## config.mk

```make
export PLATFORM = sky130hd
export DESIGN_NAME = cmdreg_fanout
export DESIGN_NICKNAME = d
export VERILOG_FILES = /design/src/rtl/cmdreg_pkg.sv /design/src/rtl/cmdreg_gate_ctl.sv /design/src/rtl/cmdreg_bank.sv /design/src/rtl/cmdreg_fanout.sv
export SDC_FILE = /design/constraint.sdc
export NUM_CORES = 1
export LEC_CHECK = 0
export BUFFER_PORTS_ARGS = -buffer_cell sky130_fd_sc_hd__buf_4
export CAP_MARGIN = 25
export CORE_UTILIZATION = 41
export CTS_BUF_LIST = sky130_fd_sc_hd__clkbuf_16
export DETAILED_ROUTE_END_ITERATION = 8
export MAX_ROUTING_LAYER = met4
export PLACE_DENSITY = 0.79
export SETUP_SLACK_MARGIN = 0.02
export SYNTH_ARGS = -nofsm -noshare
export SYNTH_HDL_FRONTEND = slang
export SYNTH_SLANG_ARGS = --single-unit
```

## constraint.sdc

```tcl
create_clock -name clk -period 0.9 [get_ports clk]
set_input_delay 0.18 -clock clk [delete_from_list [all_inputs] [get_ports clk]]
set_output_delay 0.18 -clock clk [all_outputs]
set_load 0.01 [all_outputs]
```

## src/rtl/cmdreg_pkg.sv

```systemverilog
package cmdreg_pkg;

  // Number of identical output copies driven from each captured bit.
  parameter int unsigned NCOPY = 2;

  // Mode strap encoding.
  typedef enum logic {
    MODE_FREE  = 1'b0,
    MODE_GATED = 1'b1
  } gate_mode_e;

  // True when any active-low select in the vector is asserted.
  function automatic logic any_low(input logic [1:0] sel_n);
    return ~&sel_n;
  endfunction

endpackage

```

## src/rtl/cmdreg_gate_ctl.sv

```systemverilog
module cmdreg_gate_ctl
  import cmdreg_pkg::*;
#(
  parameter int unsigned CS_W = 2
) (
  input  logic            gate_en,
  input  logic [CS_W-1:0] cs_n,
  output logic            cmd_load,
  output logic            ctl_load
);

  localparam int unsigned CS_PAD = (CS_W < 2) ? 2 : CS_W;

  gate_mode_e        mode;
  logic [CS_PAD-1:0] cs_pad;
  logic              sel_active;

  always_comb begin
    mode   = gate_mode_e'(gate_en);
    cs_pad = '1;
    cs_pad[CS_W-1:0] = cs_n;
  end

  generate
    if (CS_PAD == 2) begin : g_two_sel
      assign sel_active = any_low(cs_pad[1:0]);
    end else begin : g_many_sel
      assign sel_active = ~&cs_pad;
    end
  endgenerate

  always_comb begin
    unique case (mode)
      MODE_GATED: cmd_load = sel_active;
      default:    cmd_load = 1'b1;
    endcase
  end

  // Select, clock-enable and termination bits are never gated.
  assign ctl_load = 1'b1;

endmodule

```

## src/rtl/cmdreg_bank.sv

```systemverilog
module cmdreg_bank #(
  parameter int unsigned W     = 22,
  parameter int unsigned NCOPY = 2
) (
  input  logic                      clk,
  input  logic                      rst_n,
  input  logic                      load,
  input  logic [W-1:0]              d,
  output logic [NCOPY-1:0][W-1:0]   q
);

  generate
    for (genvar c = 0; c < NCOPY; c++) begin : g_copy
      logic [W-1:0] r;

      always_ff @(posedge clk or negedge rst_n) begin
        if (!rst_n)    r <= '0;
        else if (load) r <= d;
      end

      assign q[c] = r;

      if (c > 0) begin : g_cmp
        // every copy matches copy 0
        p_copy_match_r5: assert property (@(posedge clk) q[c] == q[0])
          else $error("copy %0d differs from copy 0", c);
      end
    end
  endgenerate

  // no load request leaves the bank unchanged
  p_hold_r3: assert property (@(posedge clk) disable iff (!rst_n)
    !load |=> $stable(q))
    else $error("bank changed without load");

  // a load request captures the input
  p_load_r1: assert property (@(posedge clk) disable iff (!rst_n)
    load |=> q[0] == $past(d))
    else $error("bank did not capture input");

  // reset forces zero
  p_reset_zero_r6: assert property (@(posedge clk) !rst_n |-> q == '0)
    else $error("bank not cleared in reset");

endmodule

```

## src/rtl/cmdreg_fanout.sv

```systemverilog
module cmdreg_fanout
  import cmdreg_pkg::*;
#(
  parameter int unsigned CMD_W = 22,
  parameter int unsigned CS_W  = 2,
  parameter int unsigned CKE_W = 2,
  parameter int unsigned ODT_W = 2
) (
  input  logic             clk,
  input  logic             rst_n,
  input  logic             gate_en,
  input  logic [CMD_W-1:0] cmd_in,
  input  logic [CS_W-1:0]  cs_n_in,
  input  logic [CKE_W-1:0] cke_in,
  input  logic [ODT_W-1:0] odt_in,
  output logic [CMD_W-1:0] cmd_out_a,
  output logic [CMD_W-1:0] cmd_out_b,
  output logic [CS_W-1:0]  cs_n_out_a,
  output logic [CS_W-1:0]  cs_n_out_b,
  output logic [CKE_W-1:0] cke_out_a,
  output logic [CKE_W-1:0] cke_out_b,
  output logic [ODT_W-1:0] odt_out_a,
  output logic [ODT_W-1:0] odt_out_b
);

  localparam int unsigned CTL_W = CS_W + CKE_W + ODT_W;

  logic                            cmd_load;
  logic                            ctl_load;
  logic [CTL_W-1:0]                ctl_d;
  logic [NCOPY-1:0][CMD_W-1:0]     cmd_q;
  logic [NCOPY-1:0][CTL_W-1:0]     ctl_q;

  cmdreg_gate_ctl #(.CS_W(CS_W)) u_gate (
    .gate_en  (gate_en),
    .cs_n     (cs_n_in),
    .cmd_load (cmd_load),
    .ctl_load (ctl_load)
  );

  cmdreg_bank #(.W(CMD_W), .NCOPY(NCOPY)) u_cmd_bank (
    .clk   (clk),
    .rst_n (rst_n),
    .load  (cmd_load),
    .d     (cmd_in),
    .q     (cmd_q)
  );

  assign ctl_d = {odt_in, cke_in, cs_n_in};

  cmdreg_bank #(.W(CTL_W), .NCOPY(NCOPY)) u_ctl_bank (
    .clk   (clk),
    .rst_n (rst_n),
    .load  (ctl_load),
    .d     (ctl_d),
    .q     (ctl_q)
  );

  assign cmd_out_a  = cmd_q[0];
  assign cmd_out_b  = cmd_q[NCOPY-1];
  assign cs_n_out_a = ctl_q[0][CS_W-1:0];
  assign cs_n_out_b = ctl_q[NCOPY-1][CS_W-1:0];
  assign cke_out_a  = ctl_q[0][CS_W +: CKE_W];
  assign cke_out_b  = ctl_q[NCOPY-1][CS_W +: CKE_W];
  assign odt_out_a  = ctl_q[0][CS_W+CKE_W +: ODT_W];
  assign odt_out_b  = ctl_q[NCOPY-1][CS_W+CKE_W +: ODT_W];

  // free-running mode loads every edge
  p_free_load_r1: assert property (@(posedge clk) disable iff (!rst_n)
    !gate_en |=> cmd_out_a == $past(cmd_in))
    else $error("free mode missed a load");

  // a low select loads in gated mode
  p_sel_load_r2: assert property (@(posedge clk) disable iff (!rst_n)
    (gate_en && !(&cs_n_in)) |=> cmd_out_b == $past(cmd_in))
    else $error("gated mode missed a selected load");

  // both selects high hold the word in gated mode
  p_idle_hold_r3: assert property (@(posedge clk) disable iff (!rst_n)
    (gate_en && (&cs_n_in)) |=> $stable(cmd_out_a))
    else $error("gated mode changed while idle");

  // control bits follow every edge
  p_ctl_follow_r4: assert property (@(posedge clk) disable iff (!rst_n)
    1'b1 |=> (cs_n_out_a == $past(cs_n_in)) && (cke_out_b == $past(cke_in))
             && (odt_out_a == $past(odt_in)))
    else $error("control bits not re-registered");

  // port copies agree
  p_port_copy_r5: assert property (@(posedge clk)
    (cmd_out_a == cmd_out_b) && (odt_out_a == odt_out_b))
    else $error("A and B ports differ");

  // reset overrides a selected edge
  p_reset_prio_r7: assert property (@(posedge clk)
    (!rst_n && !(&cs_n_in)) |-> cmd_out_a == '0)
    else $error("load during reset");

endmodule

```

==> results_dict.tcl, run 1 <==
set metrics [dict create \
    status "finished with violations" \
    violations "DRC, setup timing" \
    slew-limit-headroom_pct 76.6 \
    cp.arrival_ns 0.83 \
    period_needed_ns 1.01 \
    ys_seq_area_share_pct 55.3 \
    initial_core_util_pct 44.8 \
    post-route-util_pct 75.4 \
    vias_per_cell 4.59 \
    worst_slew_pin_slew_ns 0.351 \
    routed_wl_um 2880 \
    fillers 175 \
    antennaDiodeCount 0 \
    cts_buffers 3 \
    num_io_pins 87 \
    dr.pass1.iters 8 \
    grt_start_max_net_pins 29 \
    pre_cts_ws_ns -0.132 \
    end_kind "output port" \
    required_ns 0.72 \
    whs_endpoint "u_ctl_bank.g_copy[0].r[5]" \
    grt_first_pass_wirelength_um 4290 \
    drv_cap 0 \
    grt_use_total_pct 17.9 \
    die_w_um 57.6 \
    cts.sinks 28 \
    wire_per_inst_um 15.6 \
    hold_start "odt_in[1]" \
    antenna_found_initial 0 \
    num_vias 850 \
    ant_nets 0 \
    dieArea_mm2 0.00331 \
    clock-root-buffer "clkbuf_16" \
    post-route-period-util_pct 112 \
    setup_viol 66 \
    r2r-end "u_cmd_bank.g_copy[0].r[14]" \
    path_class "flop to output port" \
    die_h_um 57.6 \
    synth_nets 112 \
    core_area_mm2 0.00283 \
    drive_gt1_share_pct 80.5 \
    r2r_slack_ns -0.05 \
    syn_area_per_cell_um2 15.6 \
    placement.io_buffers 86 \
    drt_iter0_drc 24 \
    startpoint_type "flop" \
    leakage_nw 1.12 \
    clock_latency_ns 0.25 \
    ys_ff_latch 28 \
    netlist_instances 81 \
    r2r_start "u_cmd_bank.g_copy[0].r[14]" \
    cts_tree "yes" \
    clk_path_buf_depth 2 \
    nets 186 \
    clk_pin_slew_ns 0.07 \
    synthToLayoutAreaGrowth_pct 68.4 \
    fin_ws_ns -0.105 \
    slowest_stage "dfrtp_1" \
    grt_pass1_vias 871 \
    worstHoldPathType "input pin to flop" \
    path_cells "buf_6" \
    synth_cell_types 6 \
    ys.warnings.count 0 \
    power.density_mw_per_mm2 1510 \
    path_max_fanout 3 \
    path_buf_inv 1 \
    hold_viol 0 \
    register_area_um2 701 \
    vdd.ir_drop.worst_v 0.000702 \
    fin_setup_tns_ns -5.01 \
    multi_input_comb_area_um2 333 \
    cts-htree-levels 1 \
    gp_congestion 0.642 \
    netlist_area_mm2 0.00127 \
    dpl.hpwl_um 1740 \
    drc 8 \
    skew_ns 0 \
    max_stage_delay_ns 0.43 \
    max_freq_ghz 0.995 \
    hold_depth 1 \
    grt-ovfl-total 0 \
    critPathTopFamily "flip-flops" \
    rows 19 \
    total_power_mw 3.23 \
    rsz0062_at_grt "true" \
    r2r_cells 2 \
    maxSlewViolCount 0 \
]
-- kinds of logic (layout without fill, tap and decap cells) --
logic type / count (synthesis) / after routing / share of synthesized area [%]
flops: 28 / 28 / 55.3
mux: 22 / 22 / 25.5
buf+inv: 30 / 103 / 18.4
simple gates: 1 / 1 / 0.791
-- worst max path at each step --
| stage | from | end | slack [ns] | depth (start not counted) |
|---|---|---|---|---|
| finish | u_cmd_bank.g_copy[0].r[11] | cmd_out_a[11] | -0.11 | 1 |
| global route | u_cmd_bank.g_copy[0].r[20] | cmd_out_b[20] | -0.14 | 1 |
| CTS | u_cmd_bank.g_copy[0].r[20] | cmd_out_b[20] | -0.1 | 1 |
| detailed placement | cs_n_in[1] | u_cmd_bank.g_copy[0].r[21] | -0.13 | 4 |
| global placement | cs_n_in[1] | u_cmd_bank.g_copy[0].r[0] | -0.11 | 4 |
| floorplan | cs_n_in[1] | u_cmd_bank.g_copy[0].r[10] | 0.03 | 3 |
-- registers in the layout (all words and copies together) (netlist names) --
register / cells
u_cmd_bank.g_copy.r: 22
u_ctl_bank.g_copy.r: 6
-- placed cells by master, fill, tap and decap left out --
cell | synthesis | routed
clkinv_1 | 0 | 1
dfrtp_1 | 28 | 28
dlygate4sd3_1 | 0 | 1
clkbuf_16 | 0 | 3
buf_12 | 0 | 2
buf_6 | 2 | 56
buf_4 | 28 | 40
mux2_2 | 2 | 2
mux2_4 | 20 | 20
nand3_2 | 1 | 1
-- report_power, final --
part	internal, mW	switching, mW	total (mW)
Sequential	1.34	0.100	1.44
Combinational	0.541	0.254	0.796
Clock	0.594	0.391	0.985
Total	2.48	0.745	3.23
-- cell usage after synthesis --
master,instances,area [um^2]
buf_4,28,210
mux2_4,20,300
dfrtp_1,28,701
buf_6,2,22.5
mux2_2,2,22.5
nand3_2,1,10.0
-- layer usage --
| metal | wire (um) | vias to the layer above | global-route usage, % |
|---|---|---|---|
| met3 | 319 | 4 | 4.31 |
| li1 | - | 383 | - |
| met4 | 31 | 0 | 4.18 |
| met1 | 1060 | 399 | 20.8 |
| met2 | 1470 | 64 | 31.1 |
| met5 | 0 | - | - |
-- cell type report --
class                      instances  share of cell area [%]
clock inverter                     1                   0.176
timing repair buffer              99                    46.0
clock buffer                       3                    3.52
multi-input combinational         23                    15.6
tap                               31                    1.82
sequential                        28                    32.9
-- what timing repair did --
action                                  in CTS  in global routing
buffers inserted                             9                  1
gates resized for setup                     38                 18
hold endpoints to repair                    28                  0
hold buffers                                 1                  0
endpoints found under the setup margin      56                 65
-- through the flow --
stage | area [um^2] | instances | hold WS [ns]
final | 2130 | 185 | 0.0319
after global placement | 1760 | 170 | 0.105
after floorplan | 1270 | 81 | -0.116
after global routing | 2130 | 185 | 0.0188
after detailed placement | 1760 | 170 | 0.114
after CTS | 2060 | 184 | 0.0291
No activity file was read; power rests on OpenSTA's default activity.
==> run 2: changes to the inputs <==
Settings changed: GPL_ROUTABILITY_DRIVEN set to 0, GPL_TIMING_DRIVEN set to 0.
==> run 2 against run 1 <==
  * The run still ends with DRC, setup timing left
  * Register-to-register slack lost 0.02 ns
  * Total power grew 16%
  * Setup slack lost 0.11 ns
  * Sequential power is essentially flat
  * Design area grew 15%
  * Die area is the same
==> results_dict.tcl, run 2 (synthesis gave the netlist of run 1 again) <==
set metrics [dict create \
    end_kind "output port" \
    antenna_found_initial 0 \
    power.density_mw_per_mm2 1530 \
    critPathTopFamily "flip-flops" \
    clock_latency_ns 0.26 \
    largest_reg_flops 22 \
    status "finished with violations" \
    grt_first_pass_wirelength_um 5000 \
    cp.arrival_ns 0.93 \
    most-common-layout-cells "84 x buf_6, 43 x buf_4, 28 x dfrtp_1" \
    multi_input_comb_area_um2 333 \
    path_cells "buf_6, buf_6" \
    worst_slew_pin_slew_ns 0.350 \
    path_max_fanout 3 \
    fillers 129 \
    stdcell_count 214 \
    post-route-period-util_pct 124 \
    vdd.ir_drop.worst_v 0.000980 \
    fin_setup_tns_ns -8.75 \
    synthToLayoutAreaGrowth_pct 94.0 \
    crit_start "u_cmd_bank.g_copy[0].r[17]" \
    cts_tree "yes" \
    max_freq_ghz 0.897 \
    cts_buffers 3 \
    clock-root-buffer "clkbuf_16" \
    grt_pass1_vias 1011 \
    period_needed_ns 1.11 \
    num_io_pins 87 \
    clk_path_buf_depth 2 \
    die_h_um 57.6 \
    slew-limit-headroom_pct 76.7 \
    leakage_nw 1.29 \
    rsz0062_at_grt "true" \
    antennaDiodeCount 0 \
    grt-ovfl-total 0 \
    setup_viol 67 \
    dieArea_mm2 0.00331 \
    violations "DRC, setup timing" \
    required_ns 0.72 \
    maxSlewViolCount 0 \
    worstHoldPathType "input pin to flop" \
    die_w_um 57.6 \
    hold_depth 1 \
    vias_per_cell 4.58 \
    num_vias 981 \
    path_common_cell "buf_6" \
    fin_ws_ns -0.214 \
    cts-htree-levels 1 \
    r2r_start "u_cmd_bank.g_copy[0].r[18]" \
    ant_nets 0 \
    routed_wl_um 3590 \
    slowest_stage "dfrtp_1" \
    placement.io_buffers 86 \
    startpoint_type "flop" \
    skew_ns 0 \
    rows 19 \
    initial_core_util_pct 44.8 \
    wire_per_inst_um 16.8 \
    dr.pass1.iters 8 \
    path_class "flop to output port" \
    final_cell_area_mm2 0.00246 \
    drv_cap 0 \
    drc 9 \
    place_area_mm2 0.00195 \
    path_buf_inv 2 \
    regMostFlops "u_cmd_bank.g_copy.r" \
    nets 215 \
    register_area_um2 701 \
    grt_use_total_pct 21.3 \
    grt_start_max_net_pins 29 \
    drt_iter0_drc 22 \
    core_area_mm2 0.00283 \
    post-route-util_pct 86.8 \
    r2r_cells 2 \
    hold_slack_ns 0.0221 \
    place_inst 198 \
    max_stage_delay_ns 0.43 \
    hold_viol 0 \
    hold_start "odt_in[0]" \
    top_regs "u_cmd_bank.g_copy.r x22, u_ctl_bank.g_copy.r x6" \
    cts.sinks 28 \
    critical_path_depth 2 \
    clk_pin_slew_ns 0.07 \
    final_common_cell "buf_6" \
    drive_gt1_share_pct 84.2 \
]
-- run 2: report_power, final --
group,switching (mW),internal [mW],leakage (nW),total (mW)
combinational,0.306,0.688,0.915,0.995
clock,0.416,0.885,0.0511,1.30
sequential,0.106,1.34,0.326,1.45
total,0.828,2.92,1.29,3.75
-- run 2: per-stage QoR --
stage	total power, mW	worst slack [ns]
6_report	3.75	-0.214
5_1_grt	3.88	-0.242
4_1_cts	3.68	-0.194
3_5_place_dp	2.19	-0.169
3_3_place_gp	2.17	-0.150
2_1_floorplan	1.77	0.0294
-- run 2: final timing paths --
| kind | endpoint | slack [ns] |
|---|---|---|
| worst max-delay path | cmd_out_b[17] | -0.21 |
| worst min-delay path | u_ctl_bank.g_copy[0].r[4] | 0.02 |
| worst max register to register | u_cmd_bank.g_copy[0].r[18] | -0.07 |
| worst min register to register | u_cmd_bank.g_copy[0].r[7] | 0.58 |
| max in group asynchronous | u_cmd_bank.g_copy[0].r[14] | 0.24 |
| min in group asynchronous | u_ctl_bank.g_copy[0].r[2] | 0.40 |
-- run 2: timing repair --
action                                  CTS  global route
hold buffers                              1             0
endpoints found under the hold margin    28             0
endpoints found under the setup margin   56            60
buffers inserted                          4             8
resized for setup                        74             8
-- run 2: final cells by class --
class / instances / area share [%]
Clock buffer: 3 / 3.06
Timing Repair Buffer: 98 / 38.3
Buffer: 30 / 13.8
Sequential cell: 28 / 28.5
Multi-Input combinational cell: 23 / 13.6
Clock inverter: 1 / 1.22
Tap cell: 31 / 1.58
-- run 2: layer usage --
metal / share of wire, % / global-route usage, %
met4: 0.36 / 6.27
met1: 37 / 24.6
met2: 53 / 36.4
met5: 0 / -
met3: 9.7 / 5.67
-- run 2: worst reg2reg max path: cells and delay by family (launching register included) --
kind                   cells  cell delay [ns]
DFF                        1             0.43
muxes                      1             0.27
buffers and inverters      1             0.15
==> run 3: changes to the inputs <==
==> constraint.sdc (replaced) <==
create_clock -name clk -period 0.9 [get_ports clk]
set_input_delay 0.09 -clock clk [delete_from_list [all_inputs] [get_ports clk]]
set_output_delay 0.09 -clock clk [all_outputs]
set_load 0.01 [all_outputs]
==> run 3 against run 2 <==
  * The run still ends with DRC, setup timing left
  * Setup slack improved by 0.058 ns
  * Worst hold slack improved by 0.030 ns
  * First-iteration DRC count increased by 32%
  * Clock skew unchanged
  * Sequential power about the same
  * Critical path depth unchanged
  * Clock power about the same
  * Utilization increased by 2.8 points
  * Combinational power increased by 4%
  * Flip-flop and latch count unchanged
  * Design area increased by 3.2%
==> results_dict.tcl, run 3 (synthesis gave the netlist of run 1 again) <==
set metrics [dict create \
    status "finished with violations" \
    violations "DRC, setup timing" \
    nets 221 \
    grt_use_total_pct 22.0 \
    top_regs "u_cmd_bank.g_copy.r x22, u_ctl_bank.g_copy.r x6" \
    num_vias 1018 \
    num_io_pins 87 \
    dieArea_mm2 0.00331 \
    place_inst 198 \
    cts-htree-levels 1 \
    post-route-util_pct 89.6 \
    busiest_layer "met2" \
    final_cell_area_mm2 0.00253 \
    use_met2_pct 37.0 \
    period_needed_ns 1.06 \
    critPathTopFamily "flip-flops" \
    largest_reg_flops 22 \
    most-common-layout-cells "89 x buf_6, 38 x buf_4, 28 x dfrtp_1" \
    pre_cts_ws_ns -0.0788 \
    use_met3_pct 5.90 \
    maxSlewViolCount 0 \
    place_area_mm2 0.00195 \
    vias_per_cell 4.63 \
    slowest_stage "dfrtp_1" \
    worstHoldPathType "input pin to flop" \
    clk_path_buf_depth 2 \
    required_ns 0.81 \
    power.density_mw_per_mm2 1490 \
    die_w_um 57.6 \
    wire_per_inst_um 16.7 \
    cts.sinks 28 \
    fin_setup_tns_ns -3.91 \
    path_max_fanout 3 \
    skew_ns 0 \
    drt_iter0_drc 29 \
    path_class "flop to output port" \
    slew-limit-headroom_pct 76.2 \
    path_buf_inv 2 \
    regMostFlops "u_cmd_bank.g_copy.r" \
    antenna_found_initial 0 \
    hold_slack_ns 0.0522 \
    drv_cap 0 \
    antennaDiodeCount 0 \
    clock-root-buffer "clkbuf_16" \
    ant_nets 0 \
    rsz0062_at_grt "true" \
    gr-usage-met1_pct 25.9 \
    dr.pass1.iters 5 \
    stdcell_count 220 \
    fin_ws_ns -0.156 \
    max_freq_ghz 0.947 \
    path_cells "buf_6, buf_6" \
    drive_gt1_share_pct 81.5 \
    drc 10 \
    grt_start_max_net_pins 29 \
    grt-ovfl-total 0 \
    fillers 111 \
    path_common_cell "buf_6" \
    max_stage_delay_ns 0.45 \
    cts_tree "yes" \
    grt_first_pass_wirelength_um 5170 \
    initial_core_util_pct 44.8 \
    rows 19 \
    startpoint_type "flop" \
    grt_pass1_vias 1037 \
    hold_viol 0 \
    end_kind "output port" \
    setup_viol 59 \
    leakage_nw 1.32 \
    routed_wl_um 3680 \
    placement.io_buffers 86 \
    core_area_mm2 0.00283 \
    clock_latency_ns 0.26 \
    total_power_mw 3.78 \
    cts_buffers 3 \
    final_common_cell "buf_6" \
    vdd.ir_drop.worst_v 0.00104 \
    worst_slew_pin_slew_ns 0.357 \
    die_h_um 57.6 \
    synthToLayoutAreaGrowth_pct 100 \
    clk_pin_slew_ns 0.07 \
    cp.arrival_ns 0.97 \
    post-route-period-util_pct 117 \
]
==> run 3: cell count changes in the layout (fill, tap and decap cells not counted), sizes merged <==
cell         previous run  this run
dlygate4sd3             1         7
==> run 3: layer usage <==
metal  vias to the layer above  share of wire [%]
li1                        456                  -
met1                       490                 39
met2                        67                 51
met3                         5                8.9
met4                         0                1.0
met5                         -                  0
==> run 3: area by class of cell <==
class	instances	area (um^2)	area share [%]
Tap cell	31	38.8	1.53
Clock inverter	1	30.0	1.18
Buffer	30	338	13.3
Timing Repair Buffer	104	1020	40.2
Sequential cell	28	701	27.6
Clock buffer	3	75.1	2.96
Multi-Input combinational cell	23	333	13.1
==> run 3: timing repair <==
| item | CTS | global route |
|---|---|---|
| setup buffers | 4 | 7 |
| hold buffers | 7 | 0 |
| gates resized for setup | 70 | 17 |
| hold endpoints to repair | 34 | 0 |
| setup endpoints to repair | 52 | 60 |
==> run 3: where the power goes <==
part	switching (mW)	total, mW	internal [mW]
Clock	0.409	1.29	0.885
Combinational	0.313	1.03	0.715
Sequential	0.111	1.45	1.34
Total	0.833	3.78	2.94
==> run 3: path summary, 6_finish.rpt <==
path / endpoint / slack [ns] / cells past startpoint / startpoint
worst max-delay path: cmd_out_b[19] / -0.16 / 2 / u_cmd_bank.g_copy[0].r[19]
worst min-delay path: u_cmd_bank.g_copy[0].r[6] / 0.05 / 2 / cmd_in[6]
worst max register to register: u_cmd_bank.g_copy[0].r[19] / -0.10 / 2 / u_cmd_bank.g_copy[0].r[19]
worst min register to register: u_cmd_bank.g_copy[0].r[21] / 0.59 / 1 / u_cmd_bank.g_copy[0].r[21]
max in group asynchronous: u_cmd_bank.g_copy[0].r[5] / 0.32 / 2 / rst_n
min in group asynchronous: u_cmd_bank.g_copy[0].r[7] / 0.31 / 2 / rst_n
==> run 3: worst register-to-register path: cells and delay by family (launching register included) <==
kind,cells,cell delay (ns)
flops,1,0.45
buf+inv,1,0.17
mux,1,0.27
